$ cat src/rtl/qsub_pkg.sv
// Package: shared constants and types for the Q-subcode capture buffer.
// Assumes byte-wide readout and a block length that is a multiple of the byte width.
package qsub_pkg;
    parameter int unsigned QSUB_BITS   = 80;
    parameter int unsigned QSUB_BYTE_W = 8;
    parameter int unsigned QSUB_WINDOW = 588;

    typedef enum logic {
        CAP_IDLE = 1'b0,
        CAP_RUN  = 1'b1
    } cap_state_e;
endpackage

$ cat src/rtl/qsub_shift.sv
// Module: serial collector for one subcode block.
// Writes each accepted bit to its position in a shadow register and pulses
// commit_o once the last bit of a block is stored. Assumes at most one bit per cycle.
module qsub_shift
    import qsub_pkg::*;
#(
    parameter int unsigned Q_BITS = QSUB_BITS,
    localparam int unsigned CNT_W = $clog2(Q_BITS + 1)
) (
    input  logic              clk,
    input  logic              rst_n,
    input  logic              bit_valid,
    input  logic              bit_in,
    input  logic              blk_start,
    output logic [Q_BITS-1:0] shadow_o,
    output logic              commit_o
);
    cap_state_e       state_q;
    logic [CNT_W-1:0] pos_q;

    // Collect bits into the shadow and track the position within the block.
    always_ff @(posedge clk) begin
        if (!rst_n) begin
            state_q  <= CAP_IDLE;
            pos_q    <= '0;
            shadow_o <= '0;
            commit_o <= 1'b0;
        end else begin
            commit_o <= 1'b0;
            if (bit_valid) begin
                if (blk_start) begin
                    shadow_o[0] <= bit_in;
                    pos_q       <= CNT_W'(1);
                    state_q     <= CAP_RUN;
                end else if (state_q == CAP_RUN) begin
                    shadow_o[pos_q] <= bit_in;
                    if (pos_q == CNT_W'(Q_BITS - 1)) begin
                        commit_o <= 1'b1;
                        state_q  <= CAP_IDLE;
                        pos_q    <= '0;
                    end else begin
                        pos_q <= pos_q + CNT_W'(1);
                    end
                end
            end
        end
    end
endmodule

$ cat src/rtl/qsub_bank.sv
// Module: readable bank of the captured block.
// Copies the whole shadow in one cycle on load_i and serves bytes by index,
// placing the earliest bit of each byte in its most significant position.
// Indices beyond the last byte read as zero.
module qsub_bank
    import qsub_pkg::*;
#(
    parameter int unsigned Q_BITS  = QSUB_BITS,
    parameter int unsigned BYTE_W  = QSUB_BYTE_W,
    localparam int unsigned N_BYTES = Q_BITS / BYTE_W,
    localparam int unsigned IDX_W   = $clog2(N_BYTES)
) (
    input  logic              clk,
    input  logic              rst_n,
    input  logic              load_i,
    input  logic [Q_BITS-1:0] shadow_i,
    input  logic [IDX_W-1:0]  rd_idx,
    output logic [BYTE_W-1:0] rd_data
);
    logic [Q_BITS-1:0] bank_q;
    logic [BYTE_W-1:0] byte_view [N_BYTES];

    // Take a complete block from the shadow in a single step.
    always_ff @(posedge clk) begin
        if (!rst_n) begin
            bank_q <= '0;
        end else if (load_i) begin
            bank_q <= shadow_i;
        end
    end

    // Reverse the bit order inside each byte so that arrival order runs MSB-first.
    for (genvar k = 0; k < N_BYTES; k++) begin : g_byte
        for (genvar j = 0; j < BYTE_W; j++) begin : g_bit
            assign byte_view[k][BYTE_W-1-j] = bank_q[k*BYTE_W + j];
        end
    end

    // Select the addressed byte; unused indices return zero.
    always_comb begin
        rd_data = '0;
        for (int k = 0; k < N_BYTES; k++) begin
            if (rd_idx == IDX_W'(k)) begin
                rd_data = byte_view[k];
            end
        end
    end
endmodule

$ cat src/rtl/qsub_event.sv
// Module: block event logic.
// Raises the ready pulse one cycle after commit, times the read window in
// frames, and keeps the pending/overrun state. Assumes ack is a short pulse.
module qsub_event
    import qsub_pkg::*;
#(
    parameter int unsigned READ_WINDOW = QSUB_WINDOW,
    localparam int unsigned WIN_W = $clog2(READ_WINDOW + 1)
) (
    input  logic clk,
    input  logic rst_n,
    input  logic commit_i,
    input  logic bit_valid,
    input  logic ack,
    output logic blk_ready,
    output logic window_open,
    output logic overrun
);
    logic             pending_q;
    logic [WIN_W-1:0] win_cnt_q;

    // Ready pulse lines up with the bank load.
    always_ff @(posedge clk) begin
        if (!rst_n) blk_ready <= 1'b0;
        else        blk_ready <= commit_i;
    end

    // Pending and overrun bookkeeping for the software handshake.
    always_ff @(posedge clk) begin
        if (!rst_n) begin
            pending_q <= 1'b0;
            overrun   <= 1'b0;
        end else if (commit_i) begin
            pending_q <= 1'b1;
            overrun   <= pending_q & ~ack;
        end else if (ack) begin
            pending_q <= 1'b0;
            overrun   <= 1'b0;
        end
    end

    // Frame counter that bounds the guaranteed read window.
    always_ff @(posedge clk) begin
        if (!rst_n) begin
            window_open <= 1'b0;
            win_cnt_q   <= '0;
        end else if (commit_i) begin
            window_open <= 1'b1;
            win_cnt_q   <= '0;
        end else if (window_open && bit_valid) begin
            if (win_cnt_q == WIN_W'(READ_WINDOW - 1)) begin
                window_open <= 1'b0;
            end else begin
                win_cnt_q <= win_cnt_q + WIN_W'(1);
            end
        end
    end
endmodule

$ cat src/rtl/qsub_capture.sv
// Module: top of the Q-subcode capture buffer.
// Connects the serial collector, the double-buffered readable bank and the
// event logic. Assumes inputs are synchronous to clk.
module qsub_capture
    import qsub_pkg::*;
#(
    parameter int unsigned Q_BITS      = QSUB_BITS,
    parameter int unsigned BYTE_W      = QSUB_BYTE_W,
    parameter int unsigned READ_WINDOW = QSUB_WINDOW,
    localparam int unsigned N_BYTES = Q_BITS / BYTE_W,
    localparam int unsigned IDX_W   = $clog2(N_BYTES)
) (
    input  logic              clk,
    input  logic              rst_n,
    input  logic              bit_valid,
    input  logic              bit_in,
    input  logic              blk_start,
    input  logic              ack,
    input  logic [IDX_W-1:0]  rd_idx,
    output logic [BYTE_W-1:0] rd_data,
    output logic              blk_ready,
    output logic              window_open,
    output logic              overrun
);
    logic [Q_BITS-1:0] shadow;
    logic              commit;

    qsub_shift #(.Q_BITS(Q_BITS)) u_shift (
        .clk      (clk),
        .rst_n    (rst_n),
        .bit_valid(bit_valid),
        .bit_in   (bit_in),
        .blk_start(blk_start),
        .shadow_o (shadow),
        .commit_o (commit)
    );

    qsub_bank #(.Q_BITS(Q_BITS), .BYTE_W(BYTE_W)) u_bank (
        .clk     (clk),
        .rst_n   (rst_n),
        .load_i  (commit),
        .shadow_i(shadow),
        .rd_idx  (rd_idx),
        .rd_data (rd_data)
    );

    qsub_event #(.READ_WINDOW(READ_WINDOW)) u_event (
        .clk        (clk),
        .rst_n      (rst_n),
        .commit_i   (commit),
        .bit_valid  (bit_valid),
        .ack        (ack),
        .blk_ready  (blk_ready),
        .window_open(window_open),
        .overrun    (overrun)
    );
endmodule

$ cat config.mk
export PLATFORM = sky130hd
export DESIGN_NAME = qsub_capture
export DESIGN_NICKNAME = d
export VERILOG_FILES = /design/src/rtl/qsub_pkg.sv /design/src/rtl/qsub_shift.sv /design/src/rtl/qsub_bank.sv /design/src/rtl/qsub_event.sv /design/src/rtl/qsub_capture.sv
export SDC_FILE = /design/constraint.sdc
export NUM_CORES = 1
export LEC_CHECK = 0
export ABC_CLOCK_PERIOD_IN_PS = 3200
export BUFFER_PORTS_ARGS = -buffer_cell sky130_fd_sc_hd__buf_4
export CAP_MARGIN = 20
export CORE_MARGIN = 4
export CORE_UTILIZATION = 30
export CTS_CLUSTER_SIZE = 20
export DETAILED_ROUTE_END_ITERATION = 7
export GPL_TIMING_DRIVEN = 0
export HOLD_SLACK_MARGIN = 0.1
export PLACE_DENSITY_LB_ADDON = 0.3
export SLEW_MARGIN = 20
export SYNTH_ARGS = -nofsm -noshare
export SYNTH_HDL_FRONTEND = slang
export SYNTH_SLANG_ARGS = --single-unit
$ cat constraint.sdc
create_clock -name clk -period 3.2 [get_ports clk]
set_input_delay 0.96 -clock clk [delete_from_list [all_inputs] [get_ports clk]]
set_output_delay 0.96 -clock clk [all_outputs]
set_load 0.02 [all_outputs]
# Word level (Yosys, flattened, before mapping)
# Cells that the tools add are included.
[classes]
magnitude_cmp = 2
n_reduce_logical = 13
n_mux = 28
n_bitwise = 7
add_sub_neg = 2
n_eq_ne = 11
[op_table]
columns = ["op", "count"]
rows = [
  ["80-bit bitwise mux", 1],
  ["8-bit 2-to-1 mux", 10],
  ["7-bit 2-to-1 mux", 3],
  ["4-bit by 3-bit == test with 1-bit output, second input constant", 4],
  ["1-bit 2-to-1 mux", 13],
  ["10-bit by 1-bit adder with 10-bit output, second input constant", 1],
  ["10-bit == test, second input constant", 1],
  ["4-bit by 2-bit == test with 1-bit output, second input constant", 2],
  ["4-bit == test, second input constant", 2],
  ["7-bit by 8-bit less-than comparator with 1-bit output, second input constant", 1],
  ["2-bit nonzero test", 4],
  ["7-bit by 1-bit adder with 7-bit output, second input constant", 1],
  ["1-bit demux with 7-bit select", 1],
  ["7-bit == test, second input constant", 1],
  ["7-bit by 1-bit >= comparator with 1-bit output, second input constant", 1],
  ["1-bit NOT", 6],
  ["2-bit AND reduction", 3],
  ["4-bit by 1-bit == test with 1-bit output, second input constant", 1],
  ["4-bit zero test", 1],
  ["4-bit OR reduction", 1],
  ["3-bit AND reduction", 1],
  ["1-bit logical AND", 2],
  ["2-bit OR reduction", 1],
  ["1-bit bitwise AND", 1],
]
[totals]
regBits = 183
out_inout_bits = 11
elab_cells = 74
in_bits = 10

# Longest topological paths before layout
[depth]
word_depth = 11
mapped_depth = 6
ltp_nobuf = 5

# Modules after synthesis
# Synthesis repeated with hierarchy kept, for this count alone.
[hier_totals]
cells_unflattened = 865
area_unflattened_um2 = 8441.8
[by_module_without_submodules]
columns = ["mod", "seq_area_each_um2", "n_inst", "area_each_um2", "cells_per_inst"]
rows = [
  ["qsub_shift", 1781.7, 1, 4030.1, 431],
  ["qsub_bank", 1601.5, 1, 3811.2, 369],
  ["qsub_event", 280.3, 1, 600.6, 65],
]

# Worst setup path before layout
# Ideal clock, no wire load.
[synth_timing]
kind = "input port to output port"
start = "input port rd_idx[3]"
end = "output port rd_data[2]"
arrival_ns = 2.248
n_path_buf = 1
stages = 5
t_required_ns = 2.240
path_slack_ns = -0.008
path_cell_list = "clkbuf_1 -> and3b_1 -> o21ai_1 -> o221ai_1 -> o311ai_1"
[synth_via]
elab_chain_len = 11
word_cells_on_any_way = 20
cone_classes = "eq/ne: 9; mux: 10; reduce/logical: 1"
[synth_lines]
columns = ["element", "line_no", "source"]
rows = [
  ["start, declared", "qsub_capture.sv:19", "input logic [IDX_W-1:0] rd_idx,"],
  ["4-bit zero test", "qsub_bank.sv:43", "if (rd_idx == IDX_W'(k)) begin"],
  ["8-bit 2-to-1 mux (9 in series)", "qsub_bank.sv:43", ""],
  ["8-bit 2-to-1 mux (*)", "qsub_bank.sv:43", ""],
  ["end, declared", "qsub_capture.sv:20", "output logic [BYTE_W-1:0] rd_data,"],
]
# Mark *: on every way between the ends. The rest lies on a longest branch, timed or not.

# Worst setup path after layout
[layout_timing]
start = "input port rd_idx[2]"
end = "output port rd_data[2]"
# Same word-level chain as after synthesis.

==> results.md <==
* Status: finished, violations left
* Failing checks: setup timing
* Initial antenna violation count at 0
* CP Capture Type: primary output
* DPL Wire Length at between 15000 and 20000 um
* Nets@finish at ~900
* Slew headroom at 23.43%
* Synth Cell Area at 7994 um^2
* Max IR drop VDD at about 0.26 mV
* CTS tree: done
* Synthesized net count at a little under 900
* Switching power at 1.202 mW
* # rows at ~60
* GRT Total Usage at about 16%
* Vias per cell at just over 5
* Worst Tran Pin Value at between 1000 and 1500 ps
* Static leakage at between 3 and 4 nW
* Vias at ~6500
* Clock buffer count from CTS at 17
* Synth Register Bits at between 150 and 200
* Residual DRC at 0
* Post-Syn Instances at 861
* Initial DRC Count at roughly 450
* Max stage delay on crit path at around 370 ps
* Hold Path Class: flip-flop to flip-flop
* Initial Util at 30.59%
* CORE AREA at 26130 um^2
* Reg clk slew, reported paths at 80 ps
* Die ar. at between 20000 and 30000 um^2
* Flop pwr share at about half
* H-tree lvl count at 4
* Slowest cell on crit path: o311ai_2
* GR Overflow Total at 0
* Combinational power share at 5.4%
* Routability cong. at between 0.8 and 0.9
* Syn_area_per_cell at just over 9 um^2
* Leading area contributor after synthesis: dfxtp_1
* CTS Root Cell: clkbuf_16
* Fin worst setup slack at -10.89 ps
* Startpoint types: input pin
* Top cells by count, synth: 183 x dfxtp_1, 148 x mux2i_1, 119 x nor2_1
* Yosys cell types at 57
* Post-synth EDFFs at 0
* Share of cells above drive strength 1 at 16.58%
* CP dominant cell by count: buf_8
* Top post-synthesis cells by area: dfxtp_1 46%, mux2i_1 19%, nor2_1 5.6%, nand2_1 4.7%, o211ai_1 3.1%
* Die Y at between 150 and 200 um
* P&R area growth vs syn at 21.22%
* IO Pins at 21
* Crit path arrival time at approximately 2300 ps
* FMAX at 311.4 MHz
* Largest net degree at the start of global routing at 20
* Power Dens Cells at between 400 and 500 nW/um^2
* CTS sink cnt at around 180
* First-pass GRT wire length at between 30000 and 40000 um
* Clock buffer depth at 2
* Yosys top cell area share at 45.83%
* Setup Viol. Count Final at 2
* Hold_buf cts at 0
* Post-DR wirelength/cell at between 15 and 20 um
* RSZ-0062 raised after global routing: true
* CP Class: input pin to primary output
* Internal power at 3.415 mW
* Fill cells at approximately 2700
* ANT cells at 0
* Clock Latency Late Sink at 450 ps
* Final Core Density at ~37%
* Minimum clock period at ~3200 ps
* Syn. warnings at 0
* Main synth FF type: dfxtp_1
* Sw frac at a little over a quarter
* Hold WS at approximately 460 ps
* Clk_skew at roughly 9 ps
* Required time of the critical path at about 2200 ps
* Most common cell in the netlist: dfxtp_1
* Max Cap Viol at 0
* DRT Pass-1 Iters at 4
* Vias in the first global route at about 6000
* Final period utilization at 100.3%
* Peak fanout along the critical path at 6
* Slew Limit Fails at 0
* Crit-path cells: buf_8 -> buf_8 -> and3b_2 -> o21ai_1 -> o221ai_1 -> o311ai_2 -> buf_4
* Routed WL at around 24000 um
* Die Wd at 171.2 um
* Register area share after synthesis at between 40% and 50%
* Post-route ant nets at 0
* PortBufs at 18
* Post-synth ARST share at 0%
* Clock share of power at between 40 and 50%
* Final Hold Viols at 0
final cells by class:
cell class,instances,area [um^2],share of cell area [%]
Multi-Input combinational cell,605,4345,44.84
Sequential cell,183,3664,37.81
Clock buffer,17,425.4,4.390
Tap cell,335,419.2,4.325
Buffer,66,400.4,4.132
Timing Repair Buffer,26,260.3,2.686
Clock inverter,15,157.7,1.627
Inverter,5,18.77,0.1937
path summary, 6_finish.rpt:
path                                      startpoint                   end  slack (ps)  depth (start not counted)
worst min register to register  u_shift.shadow_o[73]  u_shift.shadow_o[73]         460                          2
worst min-delay path            u_shift.shadow_o[73]  u_shift.shadow_o[73]         460                          2
worst max-delay path                       rd_idx[2]            rd_data[2]         -10                          7
worst max register to register       u_shift.state_q  u_shift.shadow_o[28]        1050                          4
worst max-delay path: cells and delay by family:
| family | cells | cell delay [ps] |
|---|---|---|
| and+or+nand+nor | 1 | 220 |
| buffers and inverters | 3 | 430 |
| AOI/OAI and AO/OA | 3 | 630 |
placed cells by master (no fill, tap or decap), types with 3 or more instances in the layout:
master	instances
a21oi_1	21
a31oi_1	5
and3_1	4
buf_12	4
buf_2	24
buf_4	24
buf_8	4
clkbuf_1	29
clkbuf_16	19
clkinv_4	3
dfxtp_1	183
inv_1	4
inv_6	4
inv_8	5
mux2i_1	136
mux2i_2	4
mux2i_4	8
nand2_1	101
nand2b_1	7
nand3_1	21
nand3b_1	9
nand4_1	6
nand4b_1	3
nor2_1	109
nor2_2	11
nor2b_1	3
nor3_1	8
o211ai_1	33
o21a_1	11
o21ai_0	14
o221ai_2	5
o31ai_1	31
o32ai_4	5
xnor2_1	4
xor2_1	3
power groups by stage:
stage / clock network (mW) / logic, mW / registers (mW)
after global placement: 0 / 0.192 / 2.34
after global routing: 2.22 / 0.265 / 2.28
final: 2.09 / 0.250 / 2.28
after floorplan: 0 / 0.119 / 2.33
after detailed placement: 0 / 0.192 / 2.34
after CTS: 2.12 / 0.235 / 2.28
logic make-up (layout without fill, tap and decap cells):
| family | Yosys count | count (layout) | share of synthesized area, % |
|---|---|---|---|
| flops | 183 | 183 | 45.83 |
| simple gates | 306 | 306 | 18.17 |
| xor+xnor | 7 | 7 | 0.7670 |
| fa+ha+maj | 2 | 2 | 0.3130 |
| mux | 150 | 150 | 18.81 |
| compound gates | 140 | 140 | 12.08 |
| buf+inv | 73 | 129 | 4.022 |
layer usage:
metal	track usage, %	wire length (um)
met1	23.50	11570
met2	24.56	10270
met3	2.873	1218
met4	5.822	450
met5	0	0
flip-flops by register name (all words and copies together), names as in the netlist:
signal / flops
u_bank.bank_q: 80
u_shift.shadow_o: 80
u_event.win_cnt_q: 10
u_shift.pos_q: 7
u_event.blk_ready: 1
u_event.overrun: 1
u_event.pending_q: 1
u_event.window_open: 1
u_shift.commit_o: 1
u_shift.state_q: 1
timing repair:
action / in CTS / in global routing
gates resized for setup: 76 / 22
endpoints found under the setup margin: 8 / 8
gates cloned: 2 / 1
setup buffers: 3 / 2
endpoints found under the hold margin: 0 / 0
pin swaps: 11 / 16
per-stage QoR:
stage / setup slack, ps / instances / cell area [um^2] / setup TNS, ps / total power [mW]
floorplan: 97.09 / 861 / 8001 / 0 / 2.453
global placement: -756.8 / 1214 / 8556 / -4435 / 2.527
detailed placement: -746.8 / 1214 / 8556 / -4422 / 2.527
CTS: -1.065 / 1249 / 9560 / -1.065 / 4.637
global route: -36.32 / 1252 / 9691 / -188.6 / 4.765
finish: -10.89 / 1252 / 9691 / -13.16 / 4.617
No activity file was read; power rests on OpenSTA's default activity.
